$ cat src/rtl/hcube_route_pkg.sv
package hcube_route_pkg;
  localparam int unsigned DIM_DEFAULT = 4;

  function automatic int unsigned hop_width(input int unsigned dim);
    return (dim < 1) ? 1 : $clog2(dim + 1);
  endfunction
endpackage

$ cat src/rtl/hcube_dim_pick.sv
module hcube_dim_pick #(
  parameter int unsigned DIM = 4
) (
  input  logic [DIM-1:0] diff,
  output logic [DIM:0]   port_sel
);
  logic found;

  always_comb begin
    port_sel = '0;
    found    = 1'b0;
    for (int i = 0; i < int'(DIM); i++) begin
      if (diff[i] && !found) begin
        port_sel[i] = 1'b1;
        found       = 1'b1;
      end
    end
    if (!found) port_sel[DIM] = 1'b1;
  end
endmodule

$ cat src/rtl/hcube_hop_count.sv
module hcube_hop_count #(
  parameter int unsigned DIM = 4,
  parameter int unsigned HW  = 3
) (
  input  logic [DIM-1:0] diff,
  output logic [HW-1:0]  hops
);
  always_comb begin
    hops = '0;
    for (int i = 0; i < int'(DIM); i++) begin
      hops = hops + HW'(diff[i]);
    end
  end
endmodule

$ cat src/rtl/hcube_route_sel.sv
module hcube_route_sel
  import hcube_route_pkg::*;
#(
  parameter int unsigned DIM = DIM_DEFAULT,
  localparam int unsigned HW = hop_width(DIM),
  localparam int unsigned PW = DIM + 1
) (
  input  logic          clk,
  input  logic          rst_n,
  input  logic          req_valid,
  output logic          req_ready,
  input  logic [DIM-1:0] cur_addr,
  input  logic [DIM-1:0] dst_addr,
  output logic          rsp_valid,
  input  logic          rsp_ready,
  output logic [PW-1:0] rsp_port,
  output logic [HW-1:0] rsp_hops
);
  logic [DIM-1:0] addr_diff;
  logic [PW-1:0]  next_port;
  logic [HW-1:0]  next_hops;
  logic           valid_q;
  logic [PW-1:0]  port_q;
  logic [HW-1:0]  hops_q;

  assign addr_diff = cur_addr ^ dst_addr;

  hcube_dim_pick #(.DIM(DIM)) u_pick (
    .diff     (addr_diff),
    .port_sel (next_port)
  );

  hcube_hop_count #(.DIM(DIM), .HW(HW)) u_count (
    .diff (addr_diff),
    .hops (next_hops)
  );

  assign req_ready = !valid_q || rsp_ready;

  always_ff @(posedge clk) begin
    if (!rst_n) begin
      valid_q <= 1'b0;
      port_q  <= '0;
      hops_q  <= '0;
    end else if (req_ready) begin
      valid_q <= req_valid;
      if (req_valid) begin
        port_q <= next_port;
        hops_q <= next_hops;
      end
    end
  end

  assign rsp_valid = valid_q;
  assign rsp_port  = port_q;
  assign rsp_hops  = hops_q;
endmodule

$ cat config.mk
export PLATFORM = sky130hd
export DESIGN_NAME = hcube_route_sel
export DESIGN_NICKNAME = d
export VERILOG_FILES = /design/src/rtl/hcube_route_pkg.sv /design/src/rtl/hcube_dim_pick.sv /design/src/rtl/hcube_hop_count.sv /design/src/rtl/hcube_route_sel.sv
export SDC_FILE = /design/constraint.sdc
export NUM_CORES = 1
export LEC_CHECK = 0
export ABC_AREA = 1
export BUFFER_PORTS_ARGS = -buffer_cell sky130_fd_sc_hd__buf_2
export CORE_AREA = 3 3 40 42
export CTS_BUF_LIST = sky130_fd_sc_hd__clkbuf_4 sky130_fd_sc_hd__clkbuf_8 sky130_fd_sc_hd__clkbuf_16
export CTS_CLUSTER_DIAMETER = 120
export DETAILED_ROUTE_END_ITERATION = 16
export DIE_AREA = 0 0 43 45
export GPL_TIMING_DRIVEN = 1
export PLACE_DENSITY = 0.66
export SETUP_SLACK_MARGIN = 0.5
export SYNTH_ARGS = -nofsm -noshare
export SYNTH_HDL_FRONTEND = slang
export SYNTH_SLANG_ARGS = --single-unit
$ cat constraint.sdc
create_clock -name clk -period 4.9 [get_ports clk]
set_input_delay 0.98 -clock clk [delete_from_list [all_inputs] [get_ports clk]]
set_output_delay 0.98 -clock clk [all_outputs]
set_load 0.02 [all_outputs]
Word level (Yosys, flattened, before mapping):

Cells that the tools add are included.

* bits of input ports: 12
* register bits: 9
* logic and storage cells: 24

* mux-type cells: 8
* bitwise gates (word level): 1
* reduce and logical (&&, ||, !) cells: 9
* $add $sub $neg: 3

Operator list (number)
* $mux W1: 8
* $add A3 B1 Y3: 2
* $logic_not A1 Y1: 4
* $xor A4 B4 Y4: 1
* $logic_and A1 B1 Y1: 3
* $add A1 B1 Y2: 1
* $reduce_and A2 Y1: 1
* $logic_or A1 B1 Y1: 1

Logic depth before layout (Yosys ltp):

* word-level depth: 12
* depth in mapped cells: 8
* gate-level depth less buffers: 8

Cells and area by module:

From an unflattened synthesis, not the netlist that was laid out.

* cell total of the unflattened synthesis: 79
* area total of the unflattened synthesis: 619.3 um^2

Modules (own cells, without submodules)
* hcube_route_sel: area each 513.0 um^2, instances 1, cells an instance 61, seq. area each 180.2 um^2
* hcube_hop_count: area each 63.8 um^2, instances 1, cells an instance 8, seq. area each 0.0 um^2
* hcube_dim_pick: area each 42.5 um^2, instances 1, cells an instance 10, seq. area each 0.0 um^2

Worst setup path after synthesis:

OpenSTA, ideal clock, no wires.

* path kind: input -> register
* start point: input port dst_addr[0]
* end point: register hops_q[1] (netlist: rsp_hops[1])
* slack: 2.401 ns
* data required time: 4.787 ns
* path buffers: 0
* data arrival time: 2.386 ns
* cell stages on the path: 8
* path through: xor2_1 > inv_1 > ha_1 > inv_1 > fa_1 > ha_1 > o21ai_1 > nor2_1

* cells in the longest elaborated chain, start to end: 4

Ends and longest elaborated chain
* from (decl): line hcube_route_sel.sv:13 `input logic [DIM-1:0] dst_addr,`
* $xor A4 B4 Y4: line hcube_route_sel.sv:26 `assign addr_diff = cur_addr ^ dst_addr;`
* $add A1 B1 Y2: line hcube_hop_count.sv:11 `hops = hops + HW'(diff[i]);`
* $add A3 B1 Y3 (2 in a row): line hcube_hop_count.sv:11
* via next_hops[1]: line hcube_route_sel.sv:21 `logic [HW-1:0] next_hops;`
* to (signal assigned): line hcube_route_sel.sv:49 `hops_q <= next_hops;`
* to (decl): line hcube_route_sel.sv:24 `logic [HW-1:0] hops_q;`

The timed path passes the listed nets, and every way through them passes these cells.
A chain may end at the register's enable or synchronous reset.

Worst setup path in the final report:

* start point: input port dst_addr[0]
* end point: register hops_q[1] (netlist: rsp_hops[1])

* cells in the longest elaborated chain, start to end: 4

Ends and longest elaborated chain
* $xor A4 B4 Y4: line hcube_route_sel.sv:26
* via addr_diff[0]: line hcube_route_sel.sv:19 `logic [DIM-1:0] addr_diff;`
* $add A1 B1 Y2: line hcube_hop_count.sv:11
* $add A3 B1 Y3 (2 in a row): line hcube_hop_count.sv:11
* via next_hops[1]: line hcube_route_sel.sv:21

The timed path passes the listed nets, and every way through them passes these cells.

==> metrics.md <==
| Metric | Value |
|---|---|
| Post-synth EDFFs | 0 |
| Total wire length | 939 um |
| Yosys Warn Count | 0 |
| H-tree levels | 1 |
| Vias per inst | between 4 and 5 |
| Distinct cell type count after synthesis | 16 |
| Syn Area/Cell | ~7.3 um2 |
| R2R Setup Slk | slightly below 4 ns |
| Commonest cells post-synth | inv_1 (13), nand2_1 (13), nor2_1 (11), dfxtp_1 (9), o21ai_1 (5) |
| Area Growth Syn to Fin | 30.7% |
| Core area | about 0.0013 mm2 |
| Antenna violations before repair | 0 |
| Synth top area share | between 30% and 40% |
| Worst-Margin Slew | 0.257 ns |
| FF-to-FF path depth | 4 |
| Min cycle time layout | 2.42 ns |
| Critical path type | primary input to register |
| Port buffer count | 21 |
| Gpl congestion | approximately 0.73 |
| Register area share after synthesis | between 30% and 40% |
| Die area | around 0.0019 mm2 |
| Crit. End Element | register |
| RR Endpoint | rsp_port[2] |
| Ant. Diodes | 0 |
| CTS clk-pin slew, worst paths | around 0.06 ns |
| Clk sink count | 9 |
| Max Clk Rate | a little over 400 MHz |
| Largest fanout on the critical path | 3 |
| Total of max-cap violations | 0 |
| Dpl ws | ~2.2 ns |
| NumNets Final | about 110 |
| Root Driver | clkbuf_4 |
| Via count | 470 |
| Site Rows | 13 |
| Post-Syn Instances | ~70 |
| Pleak | between 0.3 and 0.4 nW |
| DR pass1 iterations | 3 |
| FILL cells | 145 |
| Postcts setup bufs | 0 |
| Largest net degree at the start of global routing | 10 |
| First-pass GRT wire length | about 1500 um |
| Hold path startpoint | rsp_port[1] |
| Die Y-Extent | ~45 um |
| Relative slew slack | approximately 83% |
| Clock latency at the later pin of the worst-skew pair | ~0.25 ns |
| Leading area contributor after synthesis | dfxtp_1 |
| Synth top area cells | dfxtp_1 (36%), ha_1 (10%), inv_1 (9.7%) |
| Critical Path AT | about 2.6 ns |
| Cell depth of the worst hold path | 2 |
| HP Class | register to register |
| Final setup fails | 0 |
| Setup crit start kind | primary input |
| R2R Path Start | rsp_valid |
| Final hold violation count | 0 |
| Maximum vdd drop | between 0.1 and 0.15 mV |
| Layout cell share with drive strength beyond 1 | between 30% and 40% |
| CTS tree | built |
| Endpoint, Worst Hold | rsp_port[1] |
| Post-Synthesis Cell Area | ~500 um2 |
| Vias in the first global route | 365 |
| Status | finished, final reports clean |
| Post-Syn Nets | 86 |
| Remaining Overflow, GRT | 0 |
| Period utilization | between 40 and 50% |
| Clk buf depth | 2 |
| PwrDens | between 200 and 300 mW/mm2 |
| Ys flop type | dfxtp_1 |
| IO Pins | 22 |
| Post-CTS resize count | 0 |
| DP Wirelength | 765 um |
| DRT antenna net count | 0 |
| WL/cell | between 8 and 9 um |
| Post-synth ARST share | 0% |
| Detailed-route DRC error count | 0 |
| Hold-fix buffer count after cts | 0 |
| Global Route Usage Sum | a little over a tenth |
| Setup_tns | 0 ns |
| DR iter-0 viols | 4 |
| Clk_skew | between 0.003 and 0.004 ns |
| Initial Util | 39.0% |
| Fin. max-slew vios | 0 |
| #FFs+latches synth | 9 |
| Final WS setup | approximately 2.5 ns |
| Total CTS buffers | 3 |
| WP data required | roughly 5.1 ns |
| Die W | about 43 um |
| RSZ-0062 raised after global routing | false |
## worst max path at each step
stage / startpoint / to / slack, ns / depth (start not counted)
after global routing: dst_addr[0] / rsp_hops[1] / 2.38 / 9
after global placement: dst_addr[0] / rsp_hops[1] / 2.24 / 9
after floorplan: dst_addr[0] / rsp_hops[1] / 2.40 / 8
final: dst_addr[0] / rsp_hops[1] / 2.48 / 9
after CTS: dst_addr[0] / rsp_hops[1] / 2.47 / 9
after detailed placement: dst_addr[0] / rsp_hops[1] / 2.20 / 9
## flip-flops by register name (all words and copies together), names as in the netlist
name and cells:
rsp_valid 1, rsp_hops 3, rsp_port 5
## logic make-up (layout without fill, tap and decap cells)
family	after synthesis	in the layout	synth area share (%)
compound gates	11	11	13.7
flops	9	9	35.9
buf+inv	14	39	10.5
fa+ha+maj	5	5	14.0
simple gates	28	28	22.4
xor+xnor	2	2	3.49
## stage by stage
step                instances  power [mW]  hold slack, ns  area [um2]  utilization [%]
global route              109       0.207           0.496         656             51.0
finish                    109       0.194           0.485         656             51.0
CTS                       109       0.197           0.485         656             51.0
floorplan                  69       0.118           0.560         502                -
global placement          105       0.134           0.458         626             48.7
detailed placement        105       0.135           0.471         626             48.7
## worst max-delay path, stage by stage
cell and delay (ns):
buf_2 0.10, xor2_1 0.23, inv_1 0.10, ha_1 0.29
inv_1 0.05, fa_1 0.38, ha_1 0.28, o21ai_1 0.13
nor2_1 0.05
## power breakdown
part	leakage [nW]	total [mW]	internal (mW)	switching (mW)
logic	0.285	0.0503	0.0194	0.0310
clock network	0.0184	0.0608	0.0368	0.0240
registers	0.0746	0.0825	0.0795	0.00302
total	0.378	0.194	0.136	0.0579
## layer usage
layer | share of wire [%] | vias to the layer above | GRT usage, % | wire length (um)
met5 | 0 | - | 0 | 0
met4 | 1.9 | 0 | 7.23 | 18
met3 | 5.5 | 2 | 3.59 | 52
met2 | 43 | 15 | 15.6 | 408
met1 | 49 | 193 | 13.7 | 459
li1 | - | 260 | - | -
## area by class of cell
| type | instances | area (um2) | share of cell area, % |
|---|---|---|---|
| inverter | 14 | 52.6 | 8.02 |
| tap | 15 | 18.8 | 2.86 |
| timing repair buffer | 21 | 105 | 16.0 |
| clock buffer | 4 | 30.0 | 4.58 |
| sequential | 9 | 180 | 27.5 |
| multi-input combinational | 46 | 269 | 41.0 |
## cell usage in the layout (no fill, tap or decap), drive strengths merged
master,n
a21boi,1
xor2,1
inv,14
nand3,2
o21ai,7
buf,21
dfxtp,9
ha,4
xnor2,1
fa,1
nand2,15
clkbuf,4
nor2,11
a21oi,3
(Power assumes the default switching activity.)
